[config.mk]
export PLATFORM = sky130hd
export DESIGN_NAME = ebus_seq
export DESIGN_NICKNAME = d
export VERILOG_FILES = /design/src/rtl/ebus_seq_pkg.sv /design/src/rtl/ebus_tim_sel.sv /design/src/rtl/ebus_turnaround.sv /design/src/rtl/ebus_phase_fsm.sv /design/src/rtl/ebus_seq.sv
export SDC_FILE = /design/constraint.sdc
export NUM_CORES = 1
export LEC_CHECK = 0
export ABC_AREA = 1
export BUFFER_PORTS_ARGS = -buffer_cell sky130_fd_sc_hd__buf_2
export CAP_MARGIN = 40
export CORE_ASPECT_RATIO = 0.7
export CORE_MARGIN = 5
export CORE_UTILIZATION = 53
export DETAILED_ROUTE_END_ITERATION = 10
export GPL_ROUTABILITY_DRIVEN = 1
export PLACE_DENSITY = 0.86
export SETUP_SLACK_MARGIN = 0.02
export SYNTH_ARGS = -nofsm -noshare
export SYNTH_HDL_FRONTEND = slang
export SYNTH_SLANG_ARGS = --single-unit
[constraint.sdc]
create_clock -name clk -period 2.9 [get_ports clk]
set_input_delay 0.58 -clock clk [delete_from_list [all_inputs] [get_ports clk]]
set_output_delay 0.58 -clock clk [all_outputs]
set_load 0.02 [all_outputs]
[src/rtl/ebus_seq_pkg.sv]
package ebus_seq_pkg;

    localparam int WAIT_W   = 5;
    localparam int EDGE_W   = 2;
    localparam int GAP_W    = 3;
    localparam int WAIT_MAX = 30;

    typedef logic [WAIT_W-1:0] wait_t;
    typedef logic [EDGE_W-1:0] edge_t;
    typedef logic [GAP_W-1:0]  gap_t;

    typedef struct packed {
        edge_t setup;
        wait_t wait_n;
        edge_t hold;
        gap_t  gap;
    } phase_tim_t;

    typedef enum logic [2:0] {
        ST_IDLE,
        ST_SETUP,
        ST_STROBE,
        ST_HOLD,
        ST_LINGER
    } seq_state_t;

    function automatic wait_t clamp_wait(input wait_t w);
        return (w == '1) ? wait_t'(WAIT_MAX) : w;
    endfunction

endpackage

[src/rtl/ebus_tim_sel.sv]
module ebus_tim_sel
    import ebus_seq_pkg::*;
#(
    parameter int NWIN  = 4,
    parameter int WIN_W = 2
) (
    input  logic                    is_write,
    input  logic                    hit,
    input  logic [WIN_W-1:0]        win,
    input  logic [NWIN*WAIT_W-1:0]  win_rd_wait,
    input  logic [NWIN*WAIT_W-1:0]  win_wr_wait,
    input  logic [NWIN*EDGE_W-1:0]  win_rd_setup,
    input  logic [NWIN*EDGE_W-1:0]  win_rd_hold,
    input  logic [NWIN*EDGE_W-1:0]  win_wr_setup,
    input  logic [NWIN*EDGE_W-1:0]  win_wr_hold,
    input  logic [NWIN*GAP_W-1:0]   win_post_rd,
    input  gap_t                    dflt_post_rd,
    input  wait_t                   dflt_rd_wait,
    input  wait_t                   dflt_wr_wait,
    output phase_tim_t              tim,
    output logic                    consec_ok
);

    wait_t rd_wait_a  [NWIN];
    wait_t wr_wait_a  [NWIN];
    edge_t rd_setup_a [NWIN];
    edge_t rd_hold_a  [NWIN];
    edge_t wr_setup_a [NWIN];
    edge_t wr_hold_a  [NWIN];
    gap_t  gap_a      [NWIN];

    for (genvar g = 0; g < NWIN; g++) begin : g_unpack
        assign rd_wait_a[g]  = win_rd_wait[g*WAIT_W +: WAIT_W];
        assign wr_wait_a[g]  = win_wr_wait[g*WAIT_W +: WAIT_W];
        assign rd_setup_a[g] = win_rd_setup[g*EDGE_W +: EDGE_W];
        assign rd_hold_a[g]  = win_rd_hold[g*EDGE_W +: EDGE_W];
        assign wr_setup_a[g] = win_wr_setup[g*EDGE_W +: EDGE_W];
        assign wr_hold_a[g]  = win_wr_hold[g*EDGE_W +: EDGE_W];
        assign gap_a[g]      = win_post_rd[g*GAP_W +: GAP_W];
    end

    always_comb begin
        tim.setup  = '0;
        tim.hold   = '0;
        tim.wait_n = clamp_wait(is_write ? dflt_wr_wait : dflt_rd_wait);
        tim.gap    = dflt_post_rd;
        consec_ok  = 1'b0;
        if (hit) begin
            for (int i = 0; i < NWIN; i++) begin
                if (win == WIN_W'(i)) begin
                    tim.setup  = is_write ? wr_setup_a[i] : rd_setup_a[i];
                    tim.hold   = is_write ? wr_hold_a[i]  : rd_hold_a[i];
                    tim.wait_n = clamp_wait(is_write ? wr_wait_a[i] : rd_wait_a[i]);
                    tim.gap    = gap_a[i];
                    consec_ok  = !is_write && (rd_setup_a[i] == '0) && (rd_hold_a[i] == '0);
                end
            end
        end
    end

endmodule

[src/rtl/ebus_turnaround.sv]
module ebus_turnaround
    import ebus_seq_pkg::*;
#(
    parameter int WIN_W = 2
) (
    input  logic             clk,
    input  logic             rst,
    input  logic             load,
    input  gap_t             load_val,
    input  logic             last_hit,
    input  logic [WIN_W-1:0] last_win,
    input  logic             req_write,
    input  logic             req_hit,
    input  logic [WIN_W-1:0] req_win,
    output logic             allow
);

    gap_t             gap_q;
    logic             hit_q;
    logic [WIN_W-1:0] win_q;
    logic             same_tgt;

    always_ff @(posedge clk) begin
        if (rst) begin
            gap_q <= '0;
            hit_q <= 1'b0;
            win_q <= '0;
        end else if (load) begin
            gap_q <= load_val;
            hit_q <= last_hit;
            win_q <= last_win;
        end else if (gap_q != '0) begin
            gap_q <= gap_q - gap_t'(1);
        end
    end

    // a read to the device that was just read needs no quiet time
    assign same_tgt = !req_write && (req_hit == hit_q) && (!req_hit || (req_win == win_q));
    assign allow    = (gap_q <= gap_t'(1)) || same_tgt;

endmodule

[src/rtl/ebus_phase_fsm.sv]
module ebus_phase_fsm
    import ebus_seq_pkg::*;
#(
    parameter int WIN_W = 2
) (
    input  logic             clk,
    input  logic             rst,
    input  logic             req_valid,
    input  logic             req_write,
    input  logic             req_hit,
    input  logic [WIN_W-1:0] req_win,
    input  phase_tim_t       req_tim,
    input  logic             req_consec,
    input  logic             allow,
    output seq_state_t       state,
    output logic             cur_write,
    output logic             cur_hit,
    output logic [WIN_W-1:0] cur_win,
    output logic             req_ready,
    output logic             gap_load,
    output gap_t             gap_val
);

    seq_state_t       state_q, state_d;
    wait_t            cnt_q, cnt_d;
    wait_t            wait_q;
    edge_t            hold_q;
    gap_t             gap_q;
    logic             consec_q, wr_q, hit_q;
    logic [WIN_W-1:0] win_q;
    logic             take;
    logic             cnt_zero;
    logic             linger_match;

    assign cnt_zero     = (cnt_q == '0);
    assign linger_match = req_valid && !req_write && req_hit && (req_win == win_q) && req_consec;

    always_comb begin
        state_d   = state_q;
        cnt_d     = cnt_q;
        take      = 1'b0;
        req_ready = 1'b0;
        gap_load  = 1'b0;
        case (state_q)
            ST_IDLE: begin
                if (req_valid && allow) begin
                    take = 1'b1;
                    if (req_tim.setup != '0) begin
                        state_d = ST_SETUP;
                        cnt_d   = wait_t'(req_tim.setup) - wait_t'(1);
                    end else begin
                        state_d = ST_STROBE;
                        cnt_d   = req_tim.wait_n;
                    end
                end
            end
            ST_SETUP: begin
                if (cnt_zero) begin
                    state_d = ST_STROBE;
                    cnt_d   = wait_q;
                end else begin
                    cnt_d = cnt_q - wait_t'(1);
                end
            end
            ST_STROBE: begin
                if (cnt_zero) begin
                    if (hold_q != '0) begin
                        state_d = ST_HOLD;
                        cnt_d   = wait_t'(hold_q) - wait_t'(1);
                    end else begin
                        req_ready = 1'b1;
                        state_d   = (!wr_q && consec_q) ? ST_LINGER : ST_IDLE;
                        gap_load  = !wr_q && !consec_q;
                    end
                end else begin
                    cnt_d = cnt_q - wait_t'(1);
                end
            end
            ST_HOLD: begin
                if (cnt_zero) begin
                    req_ready = 1'b1;
                    state_d   = (!wr_q && consec_q) ? ST_LINGER : ST_IDLE;
                    gap_load  = !wr_q && !consec_q;
                end else begin
                    cnt_d = cnt_q - wait_t'(1);
                end
            end
            ST_LINGER: begin
                if (linger_match) begin
                    take    = 1'b1;
                    state_d = ST_STROBE;
                    cnt_d   = req_tim.wait_n;
                end else begin
                    state_d  = ST_IDLE;
                    gap_load = 1'b1;
                end
            end
            default: state_d = ST_IDLE;
        endcase
    end

    always_ff @(posedge clk) begin
        if (rst) begin
            state_q  <= ST_IDLE;
            cnt_q    <= '0;
            wait_q   <= '0;
            hold_q   <= '0;
            gap_q    <= '0;
            consec_q <= 1'b0;
            wr_q     <= 1'b0;
            hit_q    <= 1'b0;
            win_q    <= '0;
        end else begin
            state_q <= state_d;
            cnt_q   <= cnt_d;
            if (take) begin
                wait_q   <= req_tim.wait_n;
                hold_q   <= req_tim.hold;
                gap_q    <= req_tim.gap;
                consec_q <= req_consec;
                wr_q     <= req_write;
                hit_q    <= req_hit;
                win_q    <= req_win;
            end
        end
    end

    assign state     = state_q;
    assign cur_write = wr_q;
    assign cur_hit   = hit_q;
    assign cur_win   = win_q;
    assign gap_val   = gap_q;

endmodule

[src/rtl/ebus_seq.sv]
module ebus_seq
    import ebus_seq_pkg::*;
#(
    parameter int NWIN = 4,
    localparam int WIN_W = (NWIN > 1) ? $clog2(NWIN) : 1
) (
    input  logic                   clk,
    input  logic                   rst,
    input  logic                   req_valid,
    input  logic                   req_write,
    output logic                   req_ready,
    input  logic                   dec_hit,
    input  logic [WIN_W-1:0]       dec_win,
    input  logic [NWIN*WAIT_W-1:0] win_rd_wait,
    input  logic [NWIN*WAIT_W-1:0] win_wr_wait,
    input  logic [NWIN*EDGE_W-1:0] win_rd_setup,
    input  logic [NWIN*EDGE_W-1:0] win_rd_hold,
    input  logic [NWIN*EDGE_W-1:0] win_wr_setup,
    input  logic [NWIN*EDGE_W-1:0] win_wr_hold,
    input  logic [NWIN*GAP_W-1:0]  win_post_rd,
    input  logic                   dflt_drive,
    input  logic [GAP_W-1:0]       dflt_post_rd,
    input  logic [WAIT_W-1:0]      dflt_rd_wait,
    input  logic [WAIT_W-1:0]      dflt_wr_wait,
    output logic [NWIN-1:0]        cs_n,
    output logic                   rd_n,
    output logic                   wr_n,
    output logic                   data_oe,
    output logic                   pin_oe
);

    phase_tim_t       sel_tim;
    logic             sel_consec;
    logic             allow;
    seq_state_t       state;
    logic             cur_write, cur_hit;
    logic [WIN_W-1:0] cur_win;
    logic             gap_load;
    gap_t             gap_val;
    logic             active;

    ebus_tim_sel #(.NWIN(NWIN), .WIN_W(WIN_W)) u_sel (
        .is_write     (req_write),
        .hit          (dec_hit),
        .win          (dec_win),
        .win_rd_wait  (win_rd_wait),
        .win_wr_wait  (win_wr_wait),
        .win_rd_setup (win_rd_setup),
        .win_rd_hold  (win_rd_hold),
        .win_wr_setup (win_wr_setup),
        .win_wr_hold  (win_wr_hold),
        .win_post_rd  (win_post_rd),
        .dflt_post_rd (dflt_post_rd),
        .dflt_rd_wait (dflt_rd_wait),
        .dflt_wr_wait (dflt_wr_wait),
        .tim          (sel_tim),
        .consec_ok    (sel_consec)
    );

    ebus_turnaround #(.WIN_W(WIN_W)) u_gap (
        .clk       (clk),
        .rst       (rst),
        .load      (gap_load),
        .load_val  (gap_val),
        .last_hit  (cur_hit),
        .last_win  (cur_win),
        .req_write (req_write),
        .req_hit   (dec_hit),
        .req_win   (dec_win),
        .allow     (allow)
    );

    ebus_phase_fsm #(.WIN_W(WIN_W)) u_fsm (
        .clk        (clk),
        .rst        (rst),
        .req_valid  (req_valid),
        .req_write  (req_write),
        .req_hit    (dec_hit),
        .req_win    (dec_win),
        .req_tim    (sel_tim),
        .req_consec (sel_consec),
        .allow      (allow),
        .state      (state),
        .cur_write  (cur_write),
        .cur_hit    (cur_hit),
        .cur_win    (cur_win),
        .req_ready  (req_ready),
        .gap_load   (gap_load),
        .gap_val    (gap_val)
    );

    assign active = (state != ST_IDLE);

    for (genvar g = 0; g < NWIN; g++) begin : g_cs
        assign cs_n[g] = !(active && cur_hit && (cur_win == WIN_W'(g)));
    end

    assign rd_n    = !(((state == ST_STROBE) && !cur_write) || (state == ST_LINGER));
    assign wr_n    = !((state == ST_STROBE) && cur_write);
    assign data_oe = active && cur_write;
    assign pin_oe  = dflt_drive || active;

endmodule

==> results of run 1 <==
-- logic make-up (layout without fill, tap and decap cells) --
group | after synthesis | after routing | share of synthesized area
buffers and inverters | 66 | 173 | 0.1030
and+or+nand+nor | 281 | 281 | 0.4302
xor gates and xnor gates | 6 | 6 | 0.01849
muxes | 2 | 2 | 0.007046
adders and majority gates | 6 | 6 | 0.02642
AOI/OAI and AO/OA | 105 | 105 | 0.2105
DFF | 29 | 29 | 0.2043
-- critical path, cell delays in order, from the launching register on --
cell and delay [ns]:
dfxtp_1 0.32, inv_1 0.10, ha_1 0.20, nand3_1 0.14, nor2_2 0.28, inv_1 0.23
nor2_1 0.21, buf_2 0.20
-- worst min path at each step --
stage | startpoint | to | slack, ns | cells past startpoint
2_1_floorplan | u_fsm.wait_q[0]$_SDFFE_PP0P_ | u_fsm.wait_q[0]$_SDFFE_PP0P_ | 0.43 | 2
3_3_place_gp | u_fsm.wait_q[0]$_SDFFE_PP0P_ | u_fsm.wait_q[0]$_SDFFE_PP0P_ | 0.45 | 2
3_5_place_dp | u_fsm.wait_q[0]$_SDFFE_PP0P_ | u_fsm.wait_q[0]$_SDFFE_PP0P_ | 0.45 | 2
4_1_cts | u_fsm.wait_q[0]$_SDFFE_PP0P_ | u_fsm.wait_q[0]$_SDFFE_PP0P_ | 0.47 | 2
5_1_grt | u_fsm.gap_val[1]$_SDFFE_PP0P_ | u_gap.gap_q[1]$_SDFFE_PP0P_ | 0.50 | 2
6_report | u_fsm.wait_q[0]$_SDFFE_PP0P_ | u_fsm.wait_q[0]$_SDFFE_PP0P_ | 0.47 | 2
-- stage by stage --
stage / std cells / power, W / hold slack (ns)
after global routing: 674 / 0.002564 / 0.4972
after global placement: 666 / 0.001962 / 0.4495
after CTS: 674 / 0.002324 / 0.4653
final: 674 / 0.002341 / 0.4681
after detailed placement: 666 / 0.002001 / 0.4544
after floorplan: 495 / 0.001691 / 0.4299
-- per-layer routing --
| layer | vias up | GRT usage | routed length [um] |
|---|---|---|---|
| met5 | - | 0 | 0 |
| met4 | 0 | 0.07066 | 165 |
| met3 | 20 | 0.05837 | 899 |
| met2 | 176 | 0.4138 | 4083 |
| met1 | 1617 | 0.3645 | 4061 |
| li1 | 1820 | - | - |
-- final cells by class --
| type | count | area (um2) |
|---|---|---|
| Clock buffer | 6 | 72.57 |
| Clock inverter | 2 | 10.01 |
| Fill cell | 494 | 1719 |
| Inverter | 49 | 188.9 |
| Multi-Input combinational cell | 400 | 1968 |
| Sequential cell | 29 | 580.6 |
| Tap cell | 72 | 90.09 |
| Timing Repair Buffer | 116 | 600.6 |
-- sequential cells by signal, indices dropped and copies added, names as in the netlist --
| signal | flops |
|---|---|
| u_fsm.cnt_q | 5 |
| u_fsm.hold_q | 2 |
| u_fsm.gap_val | 3 |
| u_fsm.cur_hit | 1 |
| u_gap.gap_q | 3 |
| u_fsm.cur_win | 2 |
| u_gap.win_q | 2 |
| u_fsm.cur_write | 1 |
| u_fsm.wait_q | 5 |
| u_fsm.consec_q | 1 |
| u_gap.hit_q | 1 |
| u_fsm.state | 3 |
-- where the power goes --
part | switching (W) | total, W | leakage [nW] | internal [W]
clock | 0.000152 | 0.000318 | 0.0450 | 0.000166
combinational | 0.000878 | 0.00139 | 1.49 | 0.000508
sequential | 0.000102 | 0.000637 | 0.239 | 0.000535
total | 0.00113 | 0.00234 | 1.77 | 0.00121
-- cell usage after synthesis (6+ instances only) --
master and count:
a21oi_1 38, buf_2 8, dfxtp_1 29, ha_1 6, inv_1 43, nand2_1 150
nand2_2 11, nand3_1 28, nor2_1 70, o21ai_0 20, o21ai_1 23
==> flow_summary.yaml, run 1 <==
setup_path:
  crit_path_end: "req_ready"
  crit_path_start: "u_fsm.cnt_q[0]$_SDFFE_PP0P_"
  endpoint_kind: "output pin"
  arrival_ns: 1.97
  reg2reg_from: "u_fsm.cnt_q[0]$_SDFFE_PP0P_"
  crit_fanout: 10
  cp-start-kind: "register"
  required_ns: 2.32
  reg2regPathDepth: 11
  crit_type: "reg2out"
  r2r-end: "u_fsm.cnt_q[4]$_SDFFE_PP0P_"
  r2r_slack_ns: 0.76
synth:
  syn_area_per_cell_um2: 5.740
  ys_dominant_reg_cell: "dfxtp_1"
  yosysTopAreaCell: "dfxtp_1"
  yosys_warnings: 0
  yosysSeqAreaShare: 0.2043
  synth_top_area_frac: 0.2043
  synth.area.top_cells: "dfxtp_1, nand2_1, nor2_1"
  netlist_instances: 495
  ys_seq_elements: 29
  synth.distinct_cells: 46
  syn_area_um2: 2841
  syn_nets: 606
  async_flop_share: 0
  synth-edff-count: 0
clock_network:
  clk_pin_slew_worst_paths_ns: 0.06
  cts.sinks: 29
  clk_latency_ns: 0.28
  cts.htree.levels: 2
  numCtsBuffers: 5
  postCtsSetupBuffers: 0
  holdBufCountCts: 0
  cts-root-buf: "clkbuf_8"
  clockBufferDepth: 2
  postCtsResizedCells: 0
  cts_tree: "built"
global_route:
  grt_pass1_vias: 3336
  antenna_found_initial: 0
  grt_use_total: 0.2624
  grt_max_degree: 42
  grt_pass1_wl_mm: 15.28
  grt_overflow_total: 0
finish:
  final_area_um2: 3511
  final_util: 0.6713
  mostFrequentLayoutCells: "nand2_1, buf_2, nor2_1"
  layout_commonest_cell: "nand2_1"
  area_delta_synth_final_pct: 23.56
  diodes: 0
  fin_nets: 712
  drive_above_1_share: 0.2641
flow_run:
  max_cap_violations: 0
run_status:
  status: "completed"
place:
  placed_area_um2: 3428
  io_buffers: 113
  dp_slack_ns: 0.6088
  hpwl_mm: 7.462
  finalWeightedCongestion: 0.9500
die:
  die_h_um: 71.26
  fp-row-count: 22
  core-area_um2: 5230
  die_area_um2: 6949
  num_io_pins: 114
  start_util: 0.5433
  dieWidth_um: 97.52
timing:
  finalSetupViolations: 0
  tns_ns: 0
  max-slew-margin-rel: 0.4307
  min_period_ns: 2.545
  slew_violations: 0
  setup_ws_ns: 0.3549
  rsz0062_at_grt: "false"
  fin_crit_sh: 0.8776
  clock_skew_ns: 0.006243
  timing.fmax_ghz: 0.3929
  worst_pin_slew_ns: 0.8475
  hold_viol: 0
routing:
  firstDrtPassIters: 5
  ant_nets: 0
  routed_wl_mm: 9.210
  drt_iter0_markers: 344
  drc: 0
  vias_per_cell: 5.390
  wire_per_inst_um: 13.66
  vias: 3633
min_path:
  hold_class: "reg2reg"
power_and_ir_drop:
  p_leak_nw: 1.775
  power_density_nw_per_um2: 666.9
  vdd_drop_max_uv: 530.7
Power figures use the tool's default switching activity.
==> run 2, diff against run 1 <==
--- a/config.mk
+++ b/config.mk
@@ -9,7 +9,7 @@
 export BUFFER_PORTS_ARGS = -buffer_cell sky130_fd_sc_hd__buf_2
 export CAP_MARGIN = 40
 export CORE_ASPECT_RATIO = 0.7
-export CORE_MARGIN = 5
+export CORE_MARGIN = 10
 export CORE_UTILIZATION = 53
 export DETAILED_ROUTE_END_ITERATION = 10
 export GPL_ROUTABILITY_DRIVEN = 1
==> run 2 against run 1 <==
Clock skew is 0.0024 ns higher. Largest cell class unchanged. Critical endpoint unchanged. Sequential power is essentially flat. Routed wire length increased by 7.6%. Register-to-register slack worse by 0.03 ns. Combinational power is essentially flat. Via count grew 0.19%. Flip-flop and latch count unchanged.
==> flow_summary.yaml, run 2 (synthesis results as in run 1) <==
global_route:
  grt_util_met3: 0.06719
  antenna_found_initial: 0
  grt_use_total: 0.2217
  grt_overflow_total: 0
  use_met2: 0.3718
  grt_max_degree: 32
  use_met1: 0.2704
  grt_pass1_vias: 3384
  grt_pass1_wl_mm: 15.94
  grt.busiest_layer: "met2"
setup_path:
  crit_fanout: 10
  required_ns: 2.32
  path_common_cell: "inv_1"
  crit_chain: "inv_1 -> ha_1 -> nand3_1 -> nor2_2 -> inv_1 -> nor2_1 -> buf_2"
  arrival_ns: 1.93
  crit_family: "simple AND/OR/NAND/NOR gates"
  crit_buf_inv: 3
  critPathMaxStageDelay_ns: 0.32
  cp-start-kind: "register"
  endpoint_kind: "output pin"
  slowest_stage: "dfxtp_1"
  crit_type: "reg2out"
die:
  fp-row-count: 22
  die_h_um: 81.26
  start_util: 0.5462
  core-area_um2: 5202
  dieWidth_um: 107.5
  num_io_pins: 114
  die_area_um2: 8737
timing:
  finalSetupViolations: 0
  tns_ns: 0
  min_period_ns: 2.515
  max-slew-margin-rel: 0.4650
  slew_violations: 0
  fin_crit_sh: 0.8672
  timing.fmax_ghz: 0.3976
  hold_viol: 0
  clock_skew_ns: 0.008628
  rsz0062_at_grt: "false"
  worst_pin_slew_ns: 0.7963
finish:
  layout_commonest_cell: "nand2_1"
  multiInputGateArea_um2: 1968
  diodes: 0
  final_area_um2: 3497
  fill_cells: 496
  fin_nets: 713
  drive_above_1_share: 0.2646
  ff_latch_area_um2: 580.6
  area_delta_synth_final_pct: 23.07
  final_util: 0.6722
  final_cells: 673
  reg_top3: "u_fsm.cnt_q: 5 flops, u_fsm.wait_q: 5 flops"
  mostFrequentLayoutCells: "nand2_1, buf_2, nor2_1"
clock_network:
  clockBufferDepth: 2
  postCtsSetupBuffers: 0
  clk_latency_ns: 0.29
  postCtsResizedCells: 0
  holdBufCountCts: 0
  clk_pin_slew_worst_paths_ns: 0.06
  cts_tree: "built"
  cts.sinks: 29
  numCtsBuffers: 5
  cts.htree.levels: 2
  cts-root-buf: "clkbuf_8"
routing:
  drc: 0
  drt_iter0_markers: 351
  ant_nets: 0
  vias_per_cell: 5.409
  firstDrtPassIters: 5
  routed_wl_mm: 9.914
  wire_per_inst_um: 14.73
  vias: 3640
place:
  dp_cells: 667
  finalWeightedCongestion: 0.9121
  hpwl_mm: 8.060
  io_buffers: 113
  placed_area_um2: 3423
flow_run:
  max_cap_violations: 0
power_and_ir_drop:
  power_w: 0.002329
  p_leak_nw: 1.770
  vdd_drop_max_uv: 457.3
  power_density_nw_per_um2: 666.1
run_status:
  status: "completed"
min_path:
  hold_class: "reg2reg"
run 2: changes by cell type in the layout (fill, tap and decap cells not counted):
cell	delta
buf_4	+2
buf_12	-1
clkbuf_1	-1
clkinv_2	-1
run 2: routing by layer:
metal | part of all wire | vias up | routed length, um
li1 | - | 1818 | -
met4 | 0.018 | 0 | 183
met3 | 0.11 | 21 | 1116
met1 | 0.41 | 1616 | 4106
met5 | 0 | - | 0
met2 | 0.45 | 185 | 4507
run 2: worst reg2reg max path, stage by stage, from the launching register on:
cell,delay [ns]
dfxtp_1,0.32
inv_1,0.11
ha_1,0.20
nand3_1,0.13
nor2_2,0.28
inv_1,0.25
o21ai_1,0.28
nand2_1,0.11
a21oi_1,0.13
o21ai_1,0.08
nor2_1,0.13
nor2_1,0.05
run 2: power by group:
| group | internal [W] | leakage (nW) | switching, W |
|---|---|---|---|
| registers | 0.000535 | 0.239 | 0.000102 |
| clock network | 0.000157 | 0.0399 | 0.000151 |
| logic | 0.000506 | 1.49 | 0.000878 |
run 2: through the flow:
step,setup slack [ns],hold WS [ns]
3_5_place_dp,0.5115,0.4562
2_1_floorplan,0.9404,0.4299
4_1_cts,0.4258,0.4654
5_1_grt,0.2459,0.4871
6_report,0.3852,0.4683
3_3_place_gp,0.5959,0.4525
run 2: final timing paths:
kind                                startpoint                           end  slack [ns]  cells past startpoint
setup reg to reg   u_fsm.cnt_q[0]$_SDFFE_PP0P_   u_fsm.cnt_q[2]$_SDFFE_PP0P_        0.73                     11
hold reg to reg   u_fsm.wait_q[0]$_SDFFE_PP0P_  u_fsm.wait_q[0]$_SDFFE_PP0P_        0.47                      2
hold / removal    u_fsm.wait_q[0]$_SDFFE_PP0P_  u_fsm.wait_q[0]$_SDFFE_PP0P_        0.47                      2
setup / recovery   u_fsm.cnt_q[0]$_SDFFE_PP0P_                     req_ready        0.39                      7
run 2: layout make-up:
class,instances,area share
Clock buffer,5,0.01968
Multi-Input combinational cell,400,0.5628
Inverter,49,0.05403
Tap cell,72,0.02576
Clock inverter,1,0.001431
Sequential cell,29,0.1660
Timing Repair Buffer,117,0.1703
==> run 3, diff against run 2 <==
--- a/config.mk
+++ b/config.mk
@@ -14,7 +14,7 @@
 export DETAILED_ROUTE_END_ITERATION = 10
 export GPL_ROUTABILITY_DRIVEN = 1
 export PLACE_DENSITY = 0.86
-export SETUP_SLACK_MARGIN = 0.02
+export SETUP_SLACK_MARGIN = 0.5
 export SYNTH_ARGS = -nofsm -noshare
 export SYNTH_HDL_FRONTEND = slang
 export SYNTH_SLANG_ARGS = --single-unit
==> run 3 against run 2 <==
Total power up 5.7%. Sequential share of layout area shrank 0.31 points. First-iteration DRC count fell by 0.57%. Non-clock buffer count up 7. Cell count increased by 1.0%. Design area is 1.9% higher. Core utilization increased by 1.3 points. Clock skew is 0.0035 ns higher. Clock power is essentially flat. Combinational power is 9% higher. Sequential power about the same. Register-to-register slack got worse by 0.03 ns. Largest cell class unchanged.
==> flow_summary.yaml, run 3 (synthesis results as in run 1) <==
finish:
  reg_top3: "u_fsm.cnt_q: 5 flops, u_fsm.wait_q: 5 flops"
  fill_cells: 482
  diodes: 0
  multiInputGateArea_um2: 1978
  final_cells: 680
  ff_latch_area_um2: 580.6
  layout_commonest_cell: "nand2_1"
  fin_nets: 720
  mostFrequentLayoutCells: "nand2_1, buf_2, nor2_1"
  drive_above_1_share: 0.2780
  area_delta_synth_final_pct: 25.41
power_and_ir_drop:
  combinationalPowerShare: 0.614
  vdd_drop_max_uv: 451.5
  p_int_w: 0.001285
  power_density_nw_per_um2: 690.9
  pwr-share-seq: 0.260
  p_clk_frac: 0.126
  sw_frac_of_total: 0.4782
  p_leak_nw: 1.801
  power.switching_w: 0.001177
setup_path:
  crit_family: "simple AND/OR/NAND/NOR gates"
  crit_buf_inv: 3
  endpoint_kind: "output pin"
  reg2reg_from: "u_fsm.cnt_q[0]$_SDFFE_PP0P_"
  r2r-end: "u_fsm.cnt_q[2]$_SDFFE_PP0P_"
  crit_type: "reg2out"
  arrival_ns: 1.79
  critPathMaxStageDelay_ns: 0.32
  crit_chain: "inv_1 -> ha_1 -> nand3_1 -> nor2_4 -> clkinvlp_4 -> nor2_2 -> buf_2"
  r2r_slack_ns: 0.70
  cp-start-kind: "register"
  slowest_stage: "dfxtp_1"
  crit_fanout: 6
  reg2regPathDepth: 12
  required_ns: 2.32
timing:
  setup_ws_ns: 0.5286
  min_period_ns: 2.371
  worst_pin_slew_ns: 0.7722
  hold_viol: 0
  slew_violations: 0
  rsz0062_at_grt: "true"
  max-slew-margin-rel: 0.4813
  timing.fmax_ghz: 0.4217
  finalSetupViolations: 0
  fin_crit_sh: 0.8177
  tns_ns: 0
  clock_skew_ns: 0.01211
min_path:
  hold_class: "reg2reg"
  whs_endpoint: "u_fsm.wait_q[0]$_SDFFE_PP0P_"
  hold_depth: 2
  worstHoldStart: "u_fsm.wait_q[0]$_SDFFE_PP0P_"
clock_network:
  clk_latency_ns: 0.29
  cts-root-buf: "clkbuf_8"
  numCtsBuffers: 5
  holdBufCountCts: 0
  cts_tree: "built"
  cts.sinks: 29
  clockBufferDepth: 2
  cts.htree.levels: 2
  clk_pin_slew_worst_paths_ns: 0.06
die:
  die_h_um: 81.26
  dieWidth_um: 107.5
  core-area_um2: 5202
  start_util: 0.5462
  fp-row-count: 22
  die_area_um2: 8737
  num_io_pins: 114
place:
  finalWeightedCongestion: 0.9121
  io_buffers: 113
  dp_slack_ns: 0.5115
  hpwl_mm: 8.060
  dp_cells: 667
flow_run:
  max_cap_violations: 0
routing:
  wire_per_inst_um: 14.84
  vias_per_cell: 5.431
  routed_wl_mm: 10.09
  ant_nets: 0
  drc: 0
  vias: 3693
  drt_iter0_markers: 349
  firstDrtPassIters: 5
run_status:
  status: "completed"
global_route:
  grt_max_degree: 32
  grt_use_total: 0.2219
  grt_overflow_total: 0
  antenna_found_initial: 0
  grt_pass1_wl_mm: 15.95
  grt_pass1_vias: 3388
==> run 3: worst max path at each step <==
stage                                      from                      endpoint  slack (ns)  depth (start not counted)
finish              u_fsm.cnt_q[0]$_SDFFE_PP0P_                     req_ready        0.53                          7
global route        u_fsm.cnt_q[0]$_SDFFE_PP0P_                     req_ready        0.41                          7
CTS                 u_fsm.cnt_q[0]$_SDFFE_PP0P_                     req_ready        0.51                          7
detailed placement                    req_write  u_fsm.wait_q[0]$_SDFFE_PP0P_        0.51                         10
global placement                      req_write  u_fsm.wait_q[0]$_SDFFE_PP0P_        0.60                         10
floorplan           u_fsm.cnt_q[0]$_SDFFE_PP0P_   u_fsm.cnt_q[0]$_SDFFE_PP0P_        0.94                         13
==> run 3: repair_timing <==
action | CTS | global route
cloned | 0 | 0
buffers inserted | 0 | 7
pin swaps | 0 | 1
gates resized for setup | 1 | 3
setup endpoints to repair | 1 | 2
==> run 3: cell type report <==
class	count	share of cell area
inverters	49	0.05407
clock inverters	1	0.001404
clock buffers	5	0.01931
repair buffers	124	0.1819
flip-flops and latches	29	0.1629
multi-input cells	400	0.5551
well taps	72	0.02528
==> run 3: power by group through the flow <==
stage / logic [W] / clock network, W / registers [W]
6_report: 0.00151 / 0.000310 / 0.000640
5_1_grt: 0.00170 / 0.000336 / 0.000656
4_1_cts: 0.00137 / 0.000314 / 0.000637
3_5_place_dp: 0.00135 / 0 / 0.000641
3_3_place_gp: 0.00132 / 0 / 0.000640
2_1_floorplan: 0.00108 / 0 / 0.000613
==> run 3: worst register-to-register path: stages (launching register included) <==
cell and delay [ns]:
dfxtp_1 0.32, inv_1 0.10, ha_1 0.20, nand3_1 0.16, nor2_4 0.22, clkinvlp_4 0.19
buf_4 0.17, o21ai_1 0.23, nand2_1 0.11, a21oi_1 0.14, o21ai_1 0.08, nor2_1 0.13
nor2_1 0.05
==> run 3: routing by layer <==
layer,up-vias,share of wire,wire [um],GRT usage
met5,-,0,0,0
met4,0,0.020,203,0.06250
met3,29,0.11,1102,0.06719
met2,220,0.45,4567,0.3724
met1,1612,0.42,4218,0.2704
li1,1832,-,-,-
==> run 3: per-stage QoR <==
stage | utilization | area [um2] | hold WS [ns] | power, W
2_1_floorplan | - | 2841 | 0.4299 | 0.001691
3_3_place_gp | 0.6580 | 3423 | 0.4525 | 0.001964
3_5_place_dp | 0.6580 | 3423 | 0.4562 | 0.001993
4_1_cts | 0.6732 | 3502 | 0.4654 | 0.002319
5_1_grt | 0.6849 | 3563 | 0.4793 | 0.002691
6_report | 0.6849 | 3563 | 0.4571 | 0.002462
